## config.mk

```make
export PLATFORM = sky130hd
export DESIGN_NAME = tick_vec_timer
export DESIGN_NICKNAME = d
export VERILOG_FILES = /design/src/rtl/tv_pkg.sv /design/src/rtl/tv_prescale.sv /design/src/rtl/tv_downcount.sv /design/src/rtl/tv_irq.sv /design/src/rtl/tick_vec_timer.sv
export SDC_FILE = /design/constraint.sdc
export NUM_CORES = 1
export LEC_CHECK = 0
export ABC_AREA = 1
export CAP_MARGIN = 0
export CORE_ASPECT_RATIO = 1.75
export CORE_MARGIN = 3
export CORE_UTILIZATION = 25
export DETAILED_ROUTE_END_ITERATION = 10
export PLACE_DENSITY = 0.54
export SLEW_MARGIN = 20
export SYNTH_ARGS = -nofsm -noshare
export SYNTH_HDL_FRONTEND = slang
export SYNTH_SLANG_ARGS = --single-unit
export TNS_END_PERCENT = 20
```

## constraint.sdc

```tcl
create_clock -name clk -period 1.6 [get_ports clk]
set_clock_uncertainty 0.15 [all_clocks]
set_input_delay 0.32 -clock clk [delete_from_list [all_inputs] [get_ports clk]]
set_output_delay 0.32 -clock clk [all_outputs]
set_load 0.01 [all_outputs]
```

## src/rtl/tv_pkg.sv

```systemverilog
package tv_pkg;
    localparam int DW     = 8;
    localparam int CODE_W = 3;
    localparam int VB_W   = 4;

    localparam logic [2:0] A_CTRL  = 3'd0;
    localparam logic [2:0] A_DATA  = 3'd1;
    localparam logic [2:0] A_VBASE = 3'd2;
    localparam logic [2:0] A_IEN   = 3'd3;
    localparam logic [2:0] A_IMSK  = 3'd4;
    localparam logic [2:0] A_PEND  = 3'd5;

    typedef struct packed {
        logic [CODE_W-1:0] code;
        logic [DW-1:0]     reload;
        logic [VB_W-1:0]   vbase;
        logic              ien;
        logic              imsk;
        logic              dtack;
        logic [DW-1:0]     dout;
    } regs_t;

    function automatic logic [7:0] div_of(input logic [CODE_W-1:0] c);
        case (c)
            3'd1:    div_of = 8'd4;
            3'd2:    div_of = 8'd10;
            3'd3:    div_of = 8'd16;
            3'd4:    div_of = 8'd50;
            3'd5:    div_of = 8'd64;
            3'd6:    div_of = 8'd100;
            3'd7:    div_of = 8'd200;
            default: div_of = 8'd1;
        endcase
    endfunction
endpackage

```

## src/rtl/tv_prescale.sv

```systemverilog
module tv_prescale
    import tv_pkg::*;
#(
    parameter int PW = 8
) (
    input  logic              clk,
    input  logic              rst_n,
    input  logic [CODE_W-1:0] code,
    input  logic              restart,
    output logic              tick
);
    logic [PW-1:0] pre_d, pre_q;
    logic [PW-1:0] last;

    always_comb begin
        last = PW'(div_of(code) - 8'd1);
        tick = (code != '0) && (pre_q == last);
        if (restart || code == '0)
            pre_d = '0;
        else if (tick)
            pre_d = '0;
        else
            pre_d = pre_q + 1'b1;
    end

    always_ff @(posedge clk or negedge rst_n) begin
        if (!rst_n) pre_q <= '0;
        else        pre_q <= pre_d;
    end
endmodule

```

## src/rtl/tv_downcount.sv

```systemverilog
module tv_downcount #(
    parameter int CW = 8
) (
    input  logic          clk,
    input  logic          rst_n,
    input  logic          tick,
    input  logic          load,
    input  logic [CW-1:0] load_val,
    input  logic [CW-1:0] reload,
    output logic [CW-1:0] count,
    output logic          underflow
);
    logic [CW-1:0] cnt_d, cnt_q;

    always_comb begin
        underflow = tick && (cnt_q == CW'(1));
        if (load)
            cnt_d = load_val;
        else if (underflow)
            cnt_d = reload;
        else if (tick)
            cnt_d = cnt_q - 1'b1;
        else
            cnt_d = cnt_q;
    end

    always_ff @(posedge clk or negedge rst_n) begin
        if (!rst_n) cnt_q <= '0;
        else        cnt_q <= cnt_d;
    end

    assign count = cnt_q;
endmodule

```

## src/rtl/tv_irq.sv

```systemverilog
module tv_irq (
    input  logic clk,
    input  logic rst_n,
    input  logic ien,
    input  logic imsk,
    input  logic dis_clr,
    input  logic set_ev,
    input  logic ack_ev,
    output logic pend,
    output logic irq_n
);
    logic pend_d, pend_q;

    always_comb begin
        if (dis_clr)
            pend_d = 1'b0;
        else if (set_ev && ien)
            pend_d = 1'b1;
        else if (ack_ev)
            pend_d = 1'b0;
        else
            pend_d = pend_q;
    end

    always_ff @(posedge clk or negedge rst_n) begin
        if (!rst_n) pend_q <= 1'b0;
        else        pend_q <= pend_d;
    end

    assign pend  = pend_q;
    assign irq_n = ~(pend_q & ien & imsk);
endmodule

```

## src/rtl/tick_vec_timer.sv

```systemverilog
module tick_vec_timer
    import tv_pkg::*;
#(
    parameter int CHAN_NUM = 8
) (
    input  logic          clk,
    input  logic          rst_n,
    input  logic          bus_sel,
    input  logic          bus_we,
    input  logic [2:0]    bus_addr,
    input  logic [DW-1:0] bus_wdata,
    output logic [DW-1:0] bus_rdata,
    input  logic          iack,
    output logic          dtack_n,
    output logic          irq_n
);
    localparam int LOW_W = DW - VB_W;
    localparam logic [LOW_W-1:0] CHAN_BITS = LOW_W'(CHAN_NUM);

    regs_t st_d, st_q;

    logic              wr, rd, ack, restart, load, dis_clr;
    logic              tick, underflow, pend;
    logic [DW-1:0]     count, rval, vector;
    logic [CODE_W-1:0] code;
    logic [VB_W-1:0]   vbase;
    logic              ien, imsk;

    assign code  = st_q.code;
    assign vbase = st_q.vbase;
    assign ien   = st_q.ien;
    assign imsk  = st_q.imsk;

    tv_prescale #(.PW(8)) u_pre (
        .clk(clk), .rst_n(rst_n), .code(st_q.code),
        .restart(restart), .tick(tick)
    );

    tv_downcount #(.CW(DW)) u_cnt (
        .clk(clk), .rst_n(rst_n), .tick(tick), .load(load),
        .load_val(bus_wdata), .reload(st_q.reload),
        .count(count), .underflow(underflow)
    );

    tv_irq u_irq (
        .clk(clk), .rst_n(rst_n), .ien(st_q.ien), .imsk(st_q.imsk),
        .dis_clr(dis_clr), .set_ev(underflow), .ack_ev(ack),
        .pend(pend), .irq_n(irq_n)
    );

    always_comb begin
        wr      = bus_sel && bus_we;
        rd      = bus_sel && !bus_we;
        ack     = iack && !irq_n;
        restart = wr && (bus_addr == A_CTRL);
        load    = wr && (bus_addr == A_DATA) && (st_q.code == '0);
        dis_clr = wr && (bus_addr == A_IEN) && !bus_wdata[0];
        vector  = {st_q.vbase, CHAN_BITS};

        case (bus_addr)
            A_CTRL:  rval = DW'(st_q.code);
            A_DATA:  rval = count;
            A_VBASE: rval = {st_q.vbase, {LOW_W{1'b0}}};
            A_IEN:   rval = DW'(st_q.ien);
            A_IMSK:  rval = DW'(st_q.imsk);
            A_PEND:  rval = DW'(pend);
            default: rval = '0;
        endcase

        st_d = st_q;
        if (wr) begin
            case (bus_addr)
                A_CTRL:  st_d.code   = bus_wdata[CODE_W-1:0];
                A_DATA:  st_d.reload = bus_wdata;
                A_VBASE: st_d.vbase  = bus_wdata[DW-1:LOW_W];
                A_IEN:   st_d.ien    = bus_wdata[0];
                A_IMSK:  st_d.imsk   = bus_wdata[0];
                default: ;
            endcase
        end
        st_d.dtack = bus_sel || ack;
        if (ack)
            st_d.dout = vector;
        else if (rd)
            st_d.dout = rval;
        else
            st_d.dout = '0;
    end

    always_ff @(posedge clk or negedge rst_n) begin
        if (!rst_n) st_q <= '0;
        else        st_q <= st_d;
    end

    assign bus_rdata = st_q.dout;
    assign dtack_n   = ~st_q.dtack;
endmodule

```

==> flow_summary.toml, run 1 <==
[route]
drt-wirelength-per-cell_um = 12.00
drtIter0Drc = 95
firstDrtPassIters = 4
antenna_left = 0
vias = 2241
viasPerCell = 4.310
drc = 0
routed_wl_um = 6240

[pwr]
p_leak_nw = 1.713
p_per_area_nw_per_um2 = 1264
ir_drop_mv = 0.4184

[yosys]
synth_top_area_share = 0.4298
yosysTopAreaCell = "dfrtp_1"
synth.avg_cell_area_sq_um = 7.407
synth_top_cells_by_area = "dfrtp_1 (43%), nand2_1 (13%), inv_1 (8.1%)"
yosysSeqAreaShare = 0.4298
synth_seq_cells = 43
synthCells = 338
async_flop_share = 1.000
synth_edf_count = 0
yosysWarnings = 0
syn_nets = 357
netlist_area_sq_um = 2504
synth_flop_cell = "dfrtp_1"
yosysUniqueCellTypes = 31

[global_routing]
grt_pass1_wl_um = 10730
antenna_found_initial = 0
grt_overflow = 0
grt_pass1_vias = 2311
grtUsageMet1 = 0.1327
track_usage = 0.1214
met2_usage = 0.2175
use_met3 = 0.01888
grt_max_degree = 19
busiest_layer = "met2"

[floorplanning]
num_rows = 47
start_util = 0.2612
ioPinCount = 26
die_y_um = 138.4
dieArea_sq_um = 11300
die_w_um = 81.65
coreArea_sq_um = 9585

[setup_path]
critPathLaunchType = "flop"
cp_top_family = "simple AND/OR/NAND/NOR gates"
crit_cells = 11
r2r_end = "u_cnt.count[5]$_DFFE_PN0P_"
r2r_start = "code[2]$_DFFE_PN0P_"
arrival_ps = 1770
cpMaxStageDelayCell = "dfrtp_2"
cp_slowest_stage_delay_ps = 440
r2r_cells = 11
path_class = "reg2reg"
critPathRequiredTime_ps = 1680
crit_buf_inv = 1
crit_chain = "nand2_1 -> nand2_1 -> nand2_1 -> nand2_1 -> nand2_1 -> nor2_4 -> buf_4 -> nand3_1 -> nand2_1 -> nand2_1 -> nand2_1"
reg2reg_setup_slack_ps = -100
cp-end-kind = "flop"
path_max_fanout = 8
cpMostUsedCell = "nand2_1"

[timing]
min_period_ps = 1697
clock.fmax_mhz = 589.3
rsz0062_at_grt = "yes"
worst_pin_slew_ps = 372.7
setup_ws_ps = -96.91
setup_viol = 16
hold_viol_final = 0
maxSlewHeadroom = 0.7515
slew_violations = 0
min_period_over_period = 1.061

[finish]
fin_area_sq_um = 3293
drive_gt1_frac = 0.1960
fin_nets = 418
syn_to_final_growth_pct = 31.53
final_common_cell = "nand2_1"
most-common-layout-cells = "nand2_1 (83), inv_1 (53), dfrtp_1 (40), buf_4 (39), nand3_1 (35)"
antenna_cells = 0

[clock_network]
cts_sinks = 43
htree_levels = 2
clock_latency_ps = 280
cts_buffer_depth = 2
post-cts-setup-buffers = 0
clk_pin_slew_worst_paths_ps = 60
root_buffer = "clkbuf_16"
cts_tree = "yes"
cts_buffers = 5

[placement]
post_dp_cell_area_sq_um = 3123
dpl.hpwl_um = 5046
place_congestion = 0.8191
place_ws_ps = -374.8
port_buffers = 25

[outcome]
violations = "setup timing"
outcome = "finished with violations"

[min_path]
hp-class = "in2async"

[run]
drv_cap = 0
## synthesized netlist by cell type, types with 2 or more instances
cell	instances
a21oi_2	2
nor2_4	3
clkinv_1	3
inv_1	54
nand2_2	4
o2111ai_1	3
o22ai_1	5
o21ai_0	20
nand4_1	6
ha_1	3
nand2_1	86
nor2_1	22
dfrtp_1	43
inv_2	5
buf_6	2
a21oi_1	11
buf_4	8
nand3_1	37
xor2_1	6
nor2_2	4
## worst max-delay path by stage
stage | from | end | slack (ps)
floorplan | code[1]$_DFFE_PN0P_ | u_cnt.count[6]$_DFFE_PN0P_ | -50
global placement | bus_addr[0] | u_cnt.count[6]$_DFFE_PN0P_ | -340
detailed placement | bus_addr[0] | u_cnt.count[6]$_DFFE_PN0P_ | -370
CTS | code[1]$_DFFE_PN0P_ | u_pre.pre_q[3]$_DFF_PN0_ | -110
global route | code[2]$_DFFE_PN0P_ | u_cnt.count[5]$_DFFE_PN0P_ | -250
finish | code[2]$_DFFE_PN0P_ | u_cnt.count[5]$_DFFE_PN0P_ | -100
## state kept, by name (all words and copies together) (netlist names)
register,count
bus_rdata,8
code,3
ien,1
imsk,1
st_q,9
u_cnt.count,8
u_irq.pend,1
u_pre.pre_q,8
vbase,4
## metal layers
layer / vias up / routed length (um)
li1: 1180 / -
met1: 994 / 2458
met2: 53 / 3336
met3: 14 / 225
met4: 0 / 221
met5: - / 0
## logic make-up (layout without fill, tap and decap cells)
| kind of cell | after synthesis | count (layout) | share of synthesized area |
|---|---|---|---|
| AND/OR/NAND/NOR | 167 | 167 | 0.3003 |
| XOR/XNOR | 7 | 7 | 0.02449 |
| adder cells (fa/ha/maj) | 3 | 3 | 0.01499 |
| buffers and inverters | 74 | 134 | 0.1294 |
| AO/OA/AOI/OAI | 44 | 44 | 0.1010 |
| flip-flops | 43 | 43 | 0.4298 |
## report_power, final
| part | switching, mW | total (mW) | internal [mW] |
|---|---|---|---|
| clock | 0.384 | 0.945 | 0.561 |
| combinational | 0.914 | 1.59 | 0.681 |
| sequential | 0.242 | 1.62 | 1.38 |
| total | 1.54 | 4.16 | 2.62 |
## per-stage QoR
step / util / instances / hold WS [ps] / power [mW] / setup TNS (ps)
after CTS: 0.3403 / 520 / 354.1 / 4.182 / -1073
after global routing: 0.3436 / 520 / 376.8 / 4.502 / -3116
final: 0.3436 / 520 / 340.1 / 4.162 / -925.6
after detailed placement: 0.3258 / 513 / 104.1 / 3.217 / -9246
after floorplan: - / 338 / -125.6 / 2.598 / -214.0
after global placement: 0.3258 / 513 / 103.7 / 3.187 / -8459
## what timing repair did
action	4_1_cts	5_1_grt
resized for setup	17	9
endpoints found under the setup margin	26	25
endpoints found under the hold margin	12	0
hold buffers	1	0
pin swaps	1	1
## final cells by class
type	instances	area (sq um)
sequential	43	1080
tap	122	152.6
inverter	62	234.0
timing repair buffer	66	560.5
fill	1000	6292
clock buffer	6	128.9
multi-input combinational	221	1137
Note: power is estimated with default switching activity, not from simulation.
==> inputs of run 2 (changes only) <==
--- a/config.mk
+++ b/config.mk
@@ -6,6 +6,7 @@
 export NUM_CORES = 1
 export LEC_CHECK = 0
 export ABC_AREA = 1
+export ABC_CLOCK_PERIOD_IN_PS = 1600
 export CAP_MARGIN = 0
 export CORE_ASPECT_RATIO = 1.75
 export CORE_MARGIN = 3
==> results of run 2 <==
The final DEF is identical to that of run 1; final timing and power are the same.
==> inputs of run 3 (changes only) <==
--- a/config.mk
+++ b/config.mk
@@ -7,12 +7,12 @@
 export LEC_CHECK = 0
 export ABC_AREA = 1
 export ABC_CLOCK_PERIOD_IN_PS = 1600
-export CAP_MARGIN = 0
+export CAP_MARGIN = 20
 export CORE_ASPECT_RATIO = 1.75
 export CORE_MARGIN = 3
 export CORE_UTILIZATION = 25
 export DETAILED_ROUTE_END_ITERATION = 10
-export PLACE_DENSITY = 0.54
+export PLACE_DENSITY = 0.52
 export SLEW_MARGIN = 20
 export SYNTH_ARGS = -nofsm -noshare
 export SYNTH_HDL_FRONTEND = slang
==> constraint.sdc (replaced) <==
create_clock -name clk -period 1.6 [get_ports clk]
set_clock_uncertainty 0.15 [all_clocks]
set_input_delay 0.24 -clock clk [delete_from_list [all_inputs] [get_ports clk]]
set_output_delay 0.24 -clock clk [all_outputs]
set_load 0.01 [all_outputs]
==> flow_summary.toml, run 3 (synthesis gave the netlist of run 1 again) <==
[floorplanning]
num_rows = 47
die_y_um = 138.4
coreArea_sq_um = 9585
ioPinCount = 26
start_util = 0.2612
die_w_um = 81.65
dieArea_sq_um = 11300

[timing]
hold_viol_final = 0
min_period_over_period = 1.101
min_period_ps = 1761
maxSlewHeadroom = 0.8019
rsz0062_at_grt = "yes"
fin_setup_tns_ps = -2089
setup_ws_ps = -160.9
slew_violations = 0
worst_pin_slew_ps = 294.9
setup_viol = 16
clock.fmax_mhz = 567.9

[clock_network]
cts_tree = "yes"
htree_levels = 2
root_buffer = "clkbuf_16"
cts_buffer_depth = 2
clk_pin_slew_worst_paths_ps = 60
cts_buffers = 5
cts_sinks = 43
clock_latency_ps = 290

[global_routing]
grt_pass1_wl_um = 10890
busiest_layer = "met2"
grt_max_degree = 44
grtUsageMet1 = 0.1374
met2_usage = 0.2244
grt_overflow = 0
use_met3 = 0.01628
track_usage = 0.1243
grt_pass1_vias = 2346
antenna_found_initial = 0

[min_path]
hp-class = "in2async"

[finish]
multi_input_area_sq_um = 1171
most-common-layout-cells = "nand2_1 (79), inv_1 (53), buf_4 (41), dfrtp_1 (40), nand3_1 (34)"
largest_reg_flops = 9
final_cells = 531
antenna_cells = 0
regArea_sq_um = 1080
syn_to_final_growth_pct = 37.83
drive_gt1_frac = 0.2274
fin_nets = 429
fin_area_sq_um = 3451
fill_cells = 1014
largest_register = "st_q"
final_common_cell = "nand2_1"

[placement]
port_buffers = 25
place_ws_ps = -294.2
placed_cells = 515
post_dp_cell_area_sq_um = 3138
dpl.hpwl_um = 4941
place_congestion = 0.8136

[route]
antenna_left = 0
firstDrtPassIters = 4
drc = 0
drt-wirelength-per-cell_um = 12.25
vias = 2331
routed_wl_um = 6506
viasPerCell = 4.390
drtIter0Drc = 96

[setup_path]
path_class = "reg2reg"
path_max_fanout = 7
r2r_cells = 11
cp_slowest_stage_delay_ps = 460
critPathLaunchType = "flop"
reg2reg_setup_slack_ps = -160
cpMostUsedCell = "nand2_1"
cpMaxStageDelayCell = "dfrtp_2"
arrival_ps = 1790
cp-end-kind = "flop"
crit_chain = "nand2_1 -> nand3_1 -> nand2_1 -> nand2_1 -> nor2_4 -> buf_12 -> nand2_8 -> nand2_4 -> inv_4 -> nand3b_1 -> inv_1"
critPathRequiredTime_ps = 1630

[pwr]
ir_drop_mv = 0.5513
finalPower_mw = 4.475
p_leak_nw = 1.732
p_per_area_nw_per_um2 = 1297

[run]
drv_cap = 0

[outcome]
outcome = "finished with violations"
violations = "setup timing"
[run 3: cell types whose count changed in the layout (fill, tap and decap cells not counted), moves of 2 or more]
cell	change
buf_4	+2
buf_6	+6
clkdlybuf4s50_1	+10
dlygate4sd2_1	-8
dlymetal6s2s_1	-2
nand2_1	-4
nand2_2	+4
[run 3: repair_timing]
item                                   4_1_cts  5_1_grt
cloned                                       0        1
pin swaps                                    0       11
gates resized for setup                      7       22
hold buffers                                 1        0
endpoints found under the hold margin       43        0
setup endpoints to repair                   18       17
buffers inserted                             0        8
[run 3: where the power goes]
group	internal, mW	total (mW)	leakage, nW	switching, mW
Clock	0.561	0.959	0.0628	0.398
Combinational	0.889	1.90	1.16	1.02
Sequential	1.38	1.61	0.514	0.232
[run 3: per-stage QoR]
step                      hold WS [ps]  utilization
after floorplan                 -205.6            -
after global placement           89.42       0.3274
after detailed placement         91.35       0.3274
after CTS                        318.3       0.3425
after global routing             345.7       0.3600
final                            319.9       0.3600
[run 3: worst paths after layout]
kind | from | endpoint
max reg2reg | code[2]$_DFFE_PN0P_ | u_pre.pre_q[4]$_DFF_PN0_
min | rst_n | bus_rdata[7]$_DFF_PN0_
max | code[2]$_DFFE_PN0P_ | u_pre.pre_q[4]$_DFF_PN0_
max in group asynchronous | rst_n | code[0]$_DFFE_PN0P_
min reg2reg | u_pre.pre_q[0]$_DFF_PN0_ | u_pre.pre_q[0]$_DFF_PN0_
min in group clk | u_pre.pre_q[0]$_DFF_PN0_ | u_pre.pre_q[0]$_DFF_PN0_
[run 3: critical path: cells and delay by family, from the launching register on]
family	cells	cell delay, ps
buffers and inverters	3	220
AND/OR/NAND/NOR	8	830
flip-flops	1	460
[run 3: final cells by class]
class,count,area share
Timing Repair Buffer,76,0.1980
Clock buffer,6,0.03735
Sequential cell,43,0.3129
Tap cell,122,0.04423
Inverter,62,0.06817
Multi-Input combinational cell,222,0.3394
[run 3: per-layer routing]
metal | up-vias | routed length [um] | part of all wire
li1 | 1199 | - | -
met1 | 1080 | 2607 | 0.40
met2 | 42 | 3537 | 0.54
met3 | 10 | 195 | 0.030
met4 | 0 | 165 | 0.025
met5 | - | 0 | 0
